<file path="config.mk">
export PLATFORM = sky130hd
export DESIGN_NAME = baud_timer
export DESIGN_NICKNAME = d
export VERILOG_FILES = /design/src/rtl/baud_timer_pkg.sv /design/src/rtl/baud_counter.sv /design/src/rtl/baud_regs.sv /design/src/rtl/baud_rdmux.sv /design/src/rtl/baud_timer.sv
export SDC_FILE = /design/constraint.sdc
export NUM_CORES = 1
export LEC_CHECK = 0
export BUFFER_PORTS_ARGS = -buffer_cell sky130_fd_sc_hd__buf_2
export CAP_MARGIN = 5
export CORE_MARGIN = 3
export CORE_UTILIZATION = 50
export CTS_CLUSTER_DIAMETER = 80
export DETAILED_ROUTE_END_ITERATION = 16
export MAX_ROUTING_LAYER = met4
export PLACE_DENSITY = 0.71
export SYNTH_ARGS = -nofsm -noshare
export SYNTH_HDL_FRONTEND = slang
export SYNTH_HIERARCHICAL = 1
export SYNTH_SLANG_ARGS = --single-unit
</file>
<file path="constraint.sdc">
create_clock -name clk_i -period 2.2 [get_ports clk_i]
set_input_delay 0.33 -clock clk_i [delete_from_list [all_inputs] [get_ports clk_i]]
set_output_delay 0.33 -clock clk_i [all_outputs]
set_load 0.03 [all_outputs]
</file>
<file path="src/rtl/baud_timer_pkg.sv">
package baud_timer_pkg;
  localparam int ADDR_W = 2;
  localparam int BYTE_W = 8;

  typedef enum logic [ADDR_W-1:0] {
    REG_LO   = 2'd0,
    REG_HI   = 2'd1,
    REG_CTRL = 2'd2,
    REG_IRQ  = 2'd3
  } reg_addr_e;
endpackage

</file>
<file path="src/rtl/baud_counter.sv">
module baud_counter #(
  parameter int CNT_W = 16
) (
  input  logic             clk_i,
  input  logic             rst_ni,
  input  logic [CNT_W-1:0] reload_i,
  output logic [CNT_W-1:0] cnt_o,
  output logic             expire_o
);
  logic [CNT_W-1:0] cnt_q;

  // expiry at 1 so a reload of 0 wraps through all 2^CNT_W states
  assign expire_o = (cnt_q == CNT_W'(1));
  assign cnt_o    = cnt_q;

  always_ff @(posedge clk_i or negedge rst_ni) begin
    if (!rst_ni)       cnt_q <= '0;
    else if (expire_o) cnt_q <= reload_i;
    else               cnt_q <= cnt_q - CNT_W'(1);
  end

  p_reload_r2: assert property (@(posedge clk_i) disable iff (!rst_ni)
    expire_o |=> cnt_q == $past(reload_i));
  p_decrement_r4: assert property (@(posedge clk_i) disable iff (!rst_ni)
    !expire_o |=> cnt_q == $past(cnt_q) - CNT_W'(1));
endmodule

</file>
<file path="src/rtl/baud_regs.sv">
module baud_regs
  import baud_timer_pkg::*;
#(
  parameter int CNT_W = 16
) (
  input  logic              clk_i,
  input  logic              rst_ni,
  input  logic              we_i,
  input  logic [ADDR_W-1:0] addr_i,
  input  logic [BYTE_W-1:0] wdata_i,
  input  logic              expire_i,
  input  logic              rx_en_i,
  output logic [CNT_W-1:0]  reload_o,
  output logic              sel_o,
  output logic              irq_o
);
  localparam int NBYTES = CNT_W / BYTE_W;

  logic sel_q, irq_q, irq_set, irq_clr;

  for (genvar k = 0; k < NBYTES; k++) begin : g_lane
    localparam logic [ADDR_W-1:0] LANE = ADDR_W'(k);
    logic [BYTE_W-1:0] lane_q;
    always_ff @(posedge clk_i or negedge rst_ni) begin
      if (!rst_ni)                     lane_q <= '0;
      else if (we_i && addr_i == LANE) lane_q <= wdata_i;
    end
    assign reload_o[k*BYTE_W +: BYTE_W] = lane_q;
  end

  assign irq_set = expire_i && !rx_en_i && sel_q;
  assign irq_clr = we_i && addr_i == REG_IRQ && wdata_i[0];

  always_ff @(posedge clk_i or negedge rst_ni) begin
    if (!rst_ni) begin
      sel_q <= 1'b0;
      irq_q <= 1'b0;
    end else begin
      if (we_i && addr_i == REG_CTRL) sel_q <= wdata_i[0];
      if (irq_set)      irq_q <= 1'b1;
      else if (irq_clr) irq_q <= 1'b0;
    end
  end

  assign sel_o = sel_q;
  assign irq_o = irq_q;

  p_irq_set_r7: assert property (@(posedge clk_i) disable iff (!rst_ni)
    (expire_i && !rx_en_i && sel_q) |=> irq_q);
  p_irq_sticky_r9: assert property (@(posedge clk_i) disable iff (!rst_ni)
    (irq_q && !(we_i && addr_i == REG_IRQ && wdata_i[0])) |=> irq_q);
  p_irq_cause_r8: assert property (@(posedge clk_i) disable iff (!rst_ni)
    $rose(irq_q) |-> $past(expire_i && !rx_en_i && sel_q));
endmodule

</file>
<file path="src/rtl/baud_rdmux.sv">
module baud_rdmux
  import baud_timer_pkg::*;
#(
  parameter int CNT_W = 16
) (
  input  logic [ADDR_W-1:0] addr_i,
  input  logic [CNT_W-1:0]  reload_i,
  input  logic [CNT_W-1:0]  cnt_i,
  input  logic              sel_i,
  input  logic              rx_en_i,
  input  logic              irq_i,
  output logic [BYTE_W-1:0] rdata_o
);
  localparam int NBYTES = CNT_W / BYTE_W;

  logic [CNT_W-1:0] src;
  // no shadow register: each byte reflects the count at its own read cycle
  assign src = (sel_i && rx_en_i) ? cnt_i : reload_i;

  always_comb begin
    rdata_o = '0;
    for (int k = 0; k < NBYTES; k++)
      if (addr_i == ADDR_W'(k)) rdata_o = src[k*BYTE_W +: BYTE_W];
    if (addr_i == REG_CTRL) rdata_o = {{(BYTE_W-1){1'b0}}, sel_i};
    if (addr_i == REG_IRQ)  rdata_o = {{(BYTE_W-1){1'b0}}, irq_i};
  end
endmodule

</file>
<file path="src/rtl/baud_timer.sv">
module baud_timer
  import baud_timer_pkg::*;
#(
  parameter int CNT_W = 16
) (
  input  logic        clk_i,
  input  logic        rst_ni,
  input  logic        we_i,
  input  logic [1:0]  addr_i,
  input  logic [7:0]  wdata_i,
  output logic [7:0]  rdata_o,
  input  logic        rx_en_i,
  output logic        tick_o,
  output logic        irq_o
);
  logic [CNT_W-1:0] reload, cnt;
  logic             expire, sel;

  baud_regs #(.CNT_W(CNT_W)) u_regs (
    .clk_i, .rst_ni, .we_i, .addr_i, .wdata_i,
    .expire_i(expire), .rx_en_i, .reload_o(reload), .sel_o(sel), .irq_o
  );

  baud_counter #(.CNT_W(CNT_W)) u_cnt (
    .clk_i, .rst_ni, .reload_i(reload), .cnt_o(cnt), .expire_o(expire)
  );

  baud_rdmux #(.CNT_W(CNT_W)) u_rd (
    .addr_i, .reload_i(reload), .cnt_i(cnt), .sel_i(sel), .rx_en_i,
    .irq_i(irq_o), .rdata_o
  );

  assign tick_o = expire && rx_en_i;

  p_tick_single_r2: assert property (@(posedge clk_i) disable iff (!rst_ni)
    (tick_o && reload != CNT_W'(1)) |=> !tick_o);
endmodule

</file>
== Word-level counts from Yosys, hierarchy flattened ==
Index checks and enable logic that the tools add are counted.
Storage, ports and cells
  register bits after elaboration: 34
  bits of input ports: 14
  word-level logic and storage cells: 30
Operators by class
  $add $sub $neg: 1
  muxes and demuxes: 8
  reductions and logical operators: 12
  equal/unequal tests: 4
Operator list (number)
  $mux W16: 2
  $mux W8: 4
  $eq A16 B1 Y1 const B: 1
  $sub A16 B1 Y16 const B: 1
  $logic_and A1 B1 Y1: 9
  $eq A2 B2 Y1 const B: 2
  $eq A2 B1 Y1 const B: 1
  $logic_not A2 Y1: 1
  $mux W1: 2
  $reduce_bool A2 Y1: 1
  $logic_not A1 Y1: 1

== Logic depth before layout (Yosys ltp) ==
Gate-level depths: netlist of run 1.
  word-level depth: 6
  gate-level depth with buffers: 7

== By module ==
The synthesis of run 1 kept the hierarchy.
Modules (own cells, without submodules)
  baud_counter: area each 1038.5 µm², times used 1, cells an instance 95
  baud_regs: area each 698.2 µm², times used 1, cells an instance 41
  baud_rdmux: area each 271.5 µm², times used 1, cells an instance 33
  baud_timer: area each 6.3 µm², times used 1, cells an instance 1

== Worst setup path before layout of run 1 ==
OpenSTA, ideal clock, no wires.
  path type: reg2out
  start: register u_cnt.cnt_q[2], in the netlist u_cnt/cnt_o[2]
  end: output port tick_o
  stages on the path, launching flop included: 7
  setup slack: 0.123 ns
  arrival: 1.747 ns
  data required time: 1.870 ns
  cell sequence: dfrtp_1 > or3_4 > nor4_4 > nand4b_4 > buf_6 > inv_2 > and2_1
On the way
  cells in the longest elaborated chain, start to end: 2
Ends and longest elaborated chain
  from (decl): RTL line baud_counter.sv:10  | logic [CNT_W-1:0] cnt_q;
  from (signal assigned): RTL line baud_counter.sv:18  | else if (expire_o) cnt_q <= reload_i;
  from (signal assigned): RTL line baud_counter.sv:19  | else cnt_q <= cnt_q - CNT_W'(1);
  $eq A16 B1 Y1: RTL line baud_counter.sv:13  | assign expire_o = (cnt_q == CNT_W'(1));
  via expire: RTL line baud_timer.sv:17  | logic expire, sel;
  $logic_and A1 B1 Y1: RTL line baud_timer.sv:33  | assign tick_o = expire && rx_en_i;
  to (decl): RTL line baud_timer.sv:13  | output logic tick_o,
The timed path passes the listed nets, and every way through them passes these cells.

== Final worst setup path of run 1 ==
  start: register u_cnt.cnt_q[3], in the netlist u_cnt/cnt_o[3]
  end: output port tick_o
The elaborated chain is that of the path after synthesis.

==> results of run 1 <==
==> how the worst min path moves through the flow <==
| stage | end |
|---|---|
| 2_1_floorplan | u_cnt/cnt_o[0] |
| 3_3_place_gp | u_regs/g_lane[1].lane_q[6] |
| 3_5_place_dp | u_regs/g_lane[1].lane_q[6] |
| 4_1_cts | u_regs/g_lane[1].lane_q[6] |
| 5_1_grt | u_regs/g_lane[1].lane_q[6] |
| 6_report | u_regs/g_lane[1].lane_q[6] |
==> synth_stat cells, drive strengths merged, types with 2 or more instances <==
cell | count | area [um^2]
buf | 4 | 45.0
nand2 | 5 | 28.8
nor2 | 19 | 114
o22ai | 8 | 50.1
xnor2 | 4 | 35.0
nand3b | 2 | 18.8
mux2 | 17 | 191
or3 | 5 | 36.3
mux2i | 14 | 140
nor3 | 5 | 25.0
xor2 | 9 | 78.8
nand3 | 3 | 20.0
ha | 2 | 25.0
a21oi | 16 | 136
nor4 | 3 | 55.1
inv | 4 | 15.0
dfrtp | 34 | 851
nand4 | 2 | 12.5
==> metrics by stage <==
| stage | hold WS (ps) | power [W] |
|---|---|---|
| after global routing | 172 | 0.00156 |
| after global placement | 437 | 0.00102 |
| after detailed placement | 456 | 0.00103 |
| after CTS | 139 | 0.00150 |
| final | 110 | 0.00149 |
| after floorplan | 34.4 | 0.000937 |
==> power groups by stage <==
stage                     combinational, W  sequential, W  clock, W
after floorplan                   0.000195       0.000742         0
after global placement            0.000262       0.000756         0
after detailed placement          0.000267       0.000761         0
after CTS                         0.000269       0.000749  0.000485
after global routing              0.000290       0.000758  0.000515
final                             0.000267       0.000749  0.000476
==> final cells by class <==
| cell class | count | area, um^2 | area share |
|---|---|---|---|
| Sequential cell | 34 | 853 | 0.374 |
| Multi-Input combinational cell | 127 | 1100 | 0.483 |
| Clock buffer | 7 | 86.3 | 0.0378 |
| Timing Repair Buffer | 28 | 159 | 0.0697 |
| Clock inverter | 1 | 5.00 | 0.00219 |
| Tap cell | 48 | 60.1 | 0.0263 |
| Inverter | 4 | 15.0 | 0.00658 |
==> flip-flops by register name, indices dropped and copies added, names as in the netlist <==
signal                count
u_regs/sel_o              1
u_regs/irq_o              1
u_cnt/cnt_o              16
u_regs/g_lane.lane_q     16
==> critical path, stage by stage (launching register included) <==
cell and delay, ps:
dfrtp_2 450, or3_4 390, nor4_4 260, nand4b_4 140
inv_2 70, and2_4 140, buf_6 120
==> cell families after synthesis <==
family,Yosys count
buf+inv,9
compound gates,30
xor+xnor,13
flops,34
fa+ha+maj,2
simple gates,51
mux,31
==> layer usage <==
layer / GRT usage / vias to the layer above / wire length [um]
li1: - / 674 / -
met1: 0.260 / 730 / 1930
met2: 0.306 / 24 / 2190
met3: 0.0507 / 8 / 163
met4: 0.0629 / 0 / 66
met5: - / - / 0
==> what timing repair did <==
item	CTS	global route
pin swaps	1	1
hold endpoints to repair	0	0
resized for setup	2	3
endpoints found under the setup margin	1	1
hold buffers	0	0
buffers inserted	2	1
==> metrics.csv, run 1 <==
metric;value;unit
source of the worst register-to-register timing path;u_cnt/cnt_o[3];
critical path type;flop to primary output;
CTS tree;built;
Worst Setup Slack post-DPL;223;ps
post-DP HPWL;3.03;mm
period utilisation layout;0.998;
CTS clk-pin slew, worst paths;70;ps
Synth Warn #;6;
number of buffers inserted by port buffering;23;
largest family of logic cells by synthesized area;simple AND/OR/NAND/NOR gates;
required time worst endpoint;1870;ps
depth of the worst register-to-register path;6;
number of clock sinks seen by CTS;34;
DRT iter0 DRCs;84;
number of buffers created by CTS;5;
top-level I/O count;24;
Setup TNS;0;ps
global-route wire length before repair;7.37;mm
leading cell type in the layout, fill and taps excluded;dfrtp_1;
power per unit of standard cell area;654;mW/mm^2
element type at the critical path end;primary output;
die boundary width;69.5;um
number of flip-flops and latches in the synthesized netlist;34;
Worst Path Max Fanout;5;
mux share of post-synthesis cell area;0.165;
Vias/cell;5.77;
largest net degree at the start of global routing;35;
part of the Yosys area used for sequential elements;0.422;
aggregate routed wire length;4.35;mm
non-filler instance count after layout;249;
startpoint of the most critical setup path;u_cnt/cnt_o[3];
adder-cell area share of the yosys netlist;0.0124;
Die Footprint;0.00483;mm^2
number of inserted filler cells in the final layout;298;
Congestion Overflow GR;0;
number of flops mapped to enable cells by yosys;0;
Post-DP Area;0.00216;mm^2
Setup crit end;tick_o;
P_int;0.00106;W
Std-Cell Core Area;0.00377;mm^2
number of failing setup endpoints in the final timing report;0;
overall via count from detail_route;1436;
critical path arrival;1860;ps
Detailed Routing Iterations Pass 1;4;
number of antenna violations at the first check in global routing;0;
simple-gate portion of the synthesized area;0.194;
Sequential Power Share;0.502;
net switching power;0.000433;W
unrepaired setup endpoints after global routing;yes;
Top FF cell, synth;dfrtp_1;
via count of the first global-routing pass;1509;
share of the synthesized area in compound gates (AO/OA/AOI/OAI);0.119;
shortest period the worst path allows;2190;ps
Final nets;216;
reg-to-reg endpoint;u_cnt/cnt_o[0];
antenna fix cells;0;
Clk Latency, worst-skew pair;290;ps
minimum setup slack among reg-to-reg paths;290;ps
static power due to leakage;0.966;nW
Initial Utilization;0.534;
gate count of the mapped netlist;170;
max-capacitance violation count;0;
pins over their slew limit;0;
clock share of power;0.319;
Post-Place Cells;238;
worst-case headroom to the max-slew limit;0.482;
peak supply drop;545;uV
H-tree lvl count;2;
proportion of layout cells with a drive suffix above 1;0.498;
area of the mapped netlist;0.00201;mm^2
DRC viols;0;
design area;0.00228;mm^2
layout overhead on the synthesized area;13.2;%
switching fraction of total power;0.290;
mean routed wirelength per cell;17.5;um
class of the tightest hold or removal check;input port to async pin;
die height;69.5;um
synthesized net count;186;
clock buffer depth;2;
highest clock rate;0.456;GHz
per-instance average area after synthesis;11.8;um^2
total routing resource utilization after global routing;0.200;
number of distinct library cell variants in the gate-level netlist after synthesis;42;
post-detailed-route count of antenna-violating nets;0;
share of the core filled with cells;0.605;
Worst Max-Slew Pin Slew;778;ps
logic gate share of total power;0.179;
async set-or-reset flop fraction in the synthesized netlist;1.00;
outcome;finished clean;
final estimated routing congestion in global placement;0.846;
worst setup skew after layout;5.70;ps
most used cells in the layout excluding fill and tap cells;dfrtp_1, buf_2, mux2_2, a21oi_2;
std cell rows;22;
number of hold violations in the final report;0;
XOR/XNOR Fraction of Synth Area;0.0565;
worst path setup slack after routing;5.31;ps
CTS Root Buffer Type;clkbuf_8;
kind of launch point of the worst setup path;flop;
No activity file was read; power rests on OpenSTA's default activity.
==> run 2: changes to the inputs <==
Settings changed: REMOVE_ABC_BUFFERS from default to 1, SKIP_CTS_REPAIR_TIMING from default to 1.
==> metrics.csv, run 2 (synthesis gave the netlist of run 1 again) <==
metric;value;unit;change
Std-Cell Core Area;0.00377;mm^2;unchanged
final estimated routing congestion in global placement;0.871;;+3.0%
critical path arrival;1910;ps;+50 ps
unrepaired setup endpoints after global routing;yes;;
CTS tree;built;;
element type at the critical path end;primary output;;
total routing resource utilization after global routing;0.192;;-0.00737
pins over their slew limit;0;;unchanged
clock share of power;0.316;;-0.003
Worst Path Max Fanout;5;;unchanged
highest clock rate;0.446;GHz;-2.2%
max-capacitance violation count;0;;unchanged
number of hold violations in the final report;0;;unchanged
Critical path buffers and inverters;2;;unchanged
via count of the first global-routing pass;1415;;-6.2%
aggregate routed wire length;4.16;mm;-4.4%
CTS clk-pin slew, worst paths;70;ps;about the same
P_int;0.00106;W;about the same
die height;69.5;um;unchanged
Initial Utilization;0.534;;unchanged
Congestion Overflow GR;0;;unchanged
violations in the final reports;negative setup slack;;
number of buffers created by CTS;5;;unchanged
Fin Hold WS;113;ps;+3.49 ps
top-level I/O count;24;;unchanged
required time worst endpoint;1870;ps;about the same
shortest period the worst path allows;2240;ps;+48.6 ps
Slowest Stage Delay on Critical Path;550;ps;+100 ps
Crit path max-delay family;simple AND/OR/NAND/NOR gates;;
logic gate share of total power;0.180;;about the same
number of clock sinks seen by CTS;34;;unchanged
layout overhead on the synthesized area;11.7;%;
die boundary width;69.5;um;unchanged
switching fraction of total power;0.284;;-0.00666
Worst Max-Slew Pin Slew;746;ps;-31.4 ps
post-DP HPWL;2.85;mm;-6.0%
DRT iter0 DRCs;55;;-35%
DRC viols;0;;unchanged
power per unit of standard cell area;657;mW/mm^2;+0.46%
number of failing setup endpoints in the final timing report;1;;+1
CTS Root Buffer Type;clkbuf_8;;
period utilisation layout;1.02;;+0.0221
total power;0.00148;W;-0.92%
global-route wire length before repair;6.99;mm;-5.2%
antenna fix cells;0;;unchanged
critical path type;flop to primary output;;
overall via count from detail_route;1352;;-5.8%
class of the tightest hold or removal check;input port to async pin;;
cell chain of the critical path;or4_4 > nor2_4 > nand4b_4 > inv_2 > and2_1 > buf_2;;
net switching power;0.000419;W;-3.2%
leading cell type in the layout, fill and taps excluded;dfrtp_1;;
static power due to leakage;0.950;nW;-1.6%
peak supply drop;466;uV;-14%
proportion of layout cells with a drive suffix above 1;0.485;;-0.0127
Sequential Power Share;0.504;;+0.002
worst-case headroom to the max-slew limit;0.503;;+0.0209
largest net degree at the start of global routing;35;;unchanged
worst setup skew after layout;4.87;ps;-0.824 ps
Clk Latency, worst-skew pair;280;ps;about the same
post-detailed-route count of antenna-violating nets;0;;unchanged
mean routed wirelength per cell;16.9;um;-3.3%
most used cells in the layout excluding fill and tap cells;dfrtp_1, buf_2, mux2_2, a21oi_2;;
number of buffers inserted by port buffering;23;;unchanged
worst path setup slack after routing;-43.3;ps;-48.6 ps
Die Footprint;0.00483;mm^2;unchanged
clock buffer depth;2;;unchanged
Detailed Routing Iterations Pass 1;4;;unchanged
highest-delay cell along the critical path;or4_4;;
std cell rows;22;;unchanged
kind of launch point of the worst setup path;flop;;
H-tree lvl count;2;;unchanged
number of inserted filler cells in the final layout;323;;+8.4%
outcome;finished with violations;;
Vias/cell;5.50;;-4.7%
number of antenna violations at the first check in global routing;0;;unchanged
Final nets;213;;-1.4%
run 2: stage by stage:
stage	cell area, um^2	worst slack, ps	std cells	TNS [ps]	util
after CTS	2250	-72.0	246	-72.0	0.596
after detailed placement	2160	255	238	0	0.572
final	2250	-43.3	246	-43.3	0.597
after global placement	2160	266	238	0	0.572
after floorplan	1970	-161	165	-161	-
after global routing	2250	-130	246	-130	0.597
run 2: per-layer routing:
metal | wire, um | global-route usage
met3 | 177 | 0.0507
met4 | 33 | 0.0651
met1 | 2010 | 0.244
met2 | 1940 | 0.299
met5 | 0 | -
run 2: power by group through the flow:
stage	clock (W)	combinational [W]	sequential [W]
2_1_floorplan	0	0.000189	0.000742
3_3_place_gp	0	0.000260	0.000754
3_5_place_dp	0	0.000267	0.000757
4_1_cts	0.000488	0.000268	0.000745
5_1_grt	0.000514	0.000292	0.000754
6_report	0.000467	0.000266	0.000745
run 2: final cells by class:
class	instances	area, um^2	area share
clock buffers	7	86.3	0.0384
multi-input cells	127	1100	0.489
clock inverters	1	5.00	0.00222
well taps	48	60.1	0.0267
repair buffers	25	130	0.0578
flip-flops and latches	34	853	0.379
inverters	4	15.0	0.00667
run 2: final timing paths:
| path | end | slack, ps | depth (start not counted) | start |
|---|---|---|---|---|
| min | u_regs/g_lane[1].lane_q[0] | 110 | 1 | rst_ni |
| max | tick_o | -40 | 6 | u_cnt/cnt_o[10] |
| max in group asynchronous | u_cnt/cnt_o[3] | 1570 | 1 | rst_ni |
| min reg2reg | u_regs/irq_o | 520 | 1 | u_regs/irq_o |
| min in group clk_i | u_regs/irq_o | 300 | 2 | rx_en_i |
| max reg2reg | u_cnt/cnt_o[0] | 300 | 6 | u_cnt/cnt_o[10] |
==> run 3: changes to the inputs <==
Settings changed: REMOVE_ABC_BUFFERS 1 to default.
==> metrics.csv, run 3 (synthesis gave the netlist of run 1 again) <==
metric;value;unit;change
outcome;finished with violations;;
violations in the final reports;negative setup slack;;
max-capacitance violation count;0;;unchanged
Worst Max-Slew Pin Slew;764;ps;+17.4 ps
number of hold violations in the final report;0;;unchanged
DRT iter0 DRCs;84;;+53%
Initial Utilization;0.534;;unchanged
top-level I/O count;24;;unchanged
worst setup skew after layout;5.26;ps;+0.385 ps
Vias/cell;5.74;;+4.5%
overall via count from detail_route;1430;;+5.8%
unrepaired setup endpoints after global routing;yes;;
highest-delay cell along the critical path;or4_4;;
global-route wire length before repair;7.33;mm;+4.8%
number of antenna violations at the first check in global routing;0;;unchanged
critical path arrival;1880;ps;-30 ps
number of buffers inserted by port buffering;23;;unchanged
DR WL met3;203;um;+15%
Worst Setup Slack post-DPL;223;ps;-31.8 ps
antenna fix cells;0;;unchanged
CTS Root Buffer Type;clkbuf_8;;
post-detailed-route count of antenna-violating nets;0;;unchanged
Critical path buffers and inverters;2;;unchanged
peak supply drop;541;uV;+16%
period utilisation layout;1.01;;-0.0138
final estimated routing congestion in global placement;0.846;;-2.9%
number of buffers created by CTS;5;;unchanged
proportion of layout cells with a drive suffix above 1;0.493;;+0.00769
max layer used;met4;;
H-tree lvl count;2;;unchanged
std cell rows;22;;unchanged
total routing resource utilization after global routing;0.198;;+0.00611
Slowest Stage Delay on Critical Path;550;ps;about the same
Crit path max-delay family;simple AND/OR/NAND/NOR gates;;
worst-case headroom to the max-slew limit;0.491;;-0.0116
total length of routed met2 wires;2.21;mm;+14%
element type at the critical path end;primary output;;
largest net degree at the start of global routing;35;;unchanged
die boundary width;69.5;um;unchanged
highest clock rate;0.452;GHz;+1.4%
most used cells in the layout excluding fill and tap cells;dfrtp_1, buf_2, mux2_2, a21oi_2;;
shortest period the worst path allows;2210;ps;-30.5 ps
total power;0.00149;W;+0.73%
area used by multi-input combinational logic;0.00110;mm^2;+0.23%
sequential cell area;852;um^2;-0.15%
Congestion Overflow GR;0;;unchanged
critical path type;flop to primary output;;
class of the tightest hold or removal check;input port to async pin;;
required time worst endpoint;1870;ps;about the same
Die Footprint;0.00483;mm^2;unchanged
die height;69.5;um;unchanged
mean routed wirelength per cell;17.4;um;+3.0%
static power due to leakage;0.968;nW;+1.8%
number of failing setup endpoints in the final timing report;1;;unchanged
clock buffer depth;2;;unchanged
aggregate routed wire length;4.33;mm;+4.2%
layout overhead on the synthesized area;13.2;%;
Final nets;216;;+1.4%
via count of the first global-routing pass;1498;;+5.9%
number of clock sinks seen by CTS;34;;unchanged
CTS tree;built;;
post-DP HPWL;3.03;mm;+6.4%
leading cell type in the layout, fill and taps excluded;dfrtp_1;;
power per unit of standard cell area;653;mW/mm^2;-0.59%
CTS clk-pin slew, worst paths;70;ps;about the same
pins over their slew limit;0;;unchanged
Detailed Routing Iterations Pass 1;4;;unchanged
Worst Path Max Fanout;5;;unchanged
routed length on met1;1.85;mm;-7.9%
DRC viols;0;;unchanged
kind of launch point of the worst setup path;flop;;
Clk Latency, worst-skew pair;290;ps;about the same
number of inserted filler cells in the final layout;297;;-8.0%
cell chain of the critical path;or4_4 > nor2_4 > nand4b_4 > inv_2 > and2_4 > buf_6;;
worst path setup slack after routing;-12.9;ps;+30.5 ps
Std-Cell Core Area;0.00377;mm^2;unchanged
-- run 3: cell types whose count changed in the layout (fill, tap and decap cells not counted), sizes merged --
cell / previous run / this run
buf: 25 / 28
-- run 3: final timing paths --
kind | from | to | slack (ps) | cells after the start
min reg2reg | u_regs/irq_o | u_regs/irq_o | 510 | 1
max | u_cnt/cnt_o[10] | tick_o | -10 | 6
max in group asynchronous | rst_ni | u_cnt/cnt_o[3] | 1560 | 1
min in group clk_i | wdata_i[1] | u_regs/g_lane[1].lane_q[1] | 290 | 2
max reg2reg | u_cnt/cnt_o[10] | u_cnt/cnt_o[0] | 270 | 6
min | rst_ni | u_regs/g_lane[1].lane_q[6] | 110 | 1
-- run 3: worst register-to-register path: cells and delay by family (launching register included) --
kind | cells | cell delay (ps)
and+or+nand+nor | 4 | 1040
DFF | 1 | 420
buffers and inverters | 1 | 300
AOI/OAI and AO/OA | 1 | 40
-- run 3: stage by stage --
stage	area (um^2)	hold slack [ps]	utilization	TNS (ps)	instances
global placement	2160	437	0.572	0	238
global route	2280	172	0.605	-74.6	249
detailed placement	2160	456	0.572	0	238
finish	2280	109	0.605	-12.9	249
floorplan	2010	34.4	-	0	170
CTS	2250	139	0.596	-90.4	246
-- run 3: metal layers --
metal | GRT usage | vias to the layer above
li1 | - | 676
met3 | 0.0507 | 10
met5 | - | -
met2 | 0.302 | 26
met1 | 0.259 | 718
met4 | 0.0651 | 0
-- run 3: cell type report --
type / instances / area share
Clock buffer: 7 / 0.0379
Clock inverter: 1 / 0.00220
Inverter: 4 / 0.00659
Multi-Input combinational cell: 127 / 0.484
Sequential cell: 34 / 0.374
Timing Repair Buffer: 28 / 0.0697
Tap cell: 48 / 0.0263
-- run 3: power by group --
group / internal, W / total, W / switching, W
combinational: 0.000121 / 0.000267 / 0.000146
clock: 0.000252 / 0.000473 / 0.000221
sequential: 0.000685 / 0.000749 / 0.0000635
total: 0.00106 / 0.00149 / 0.000430
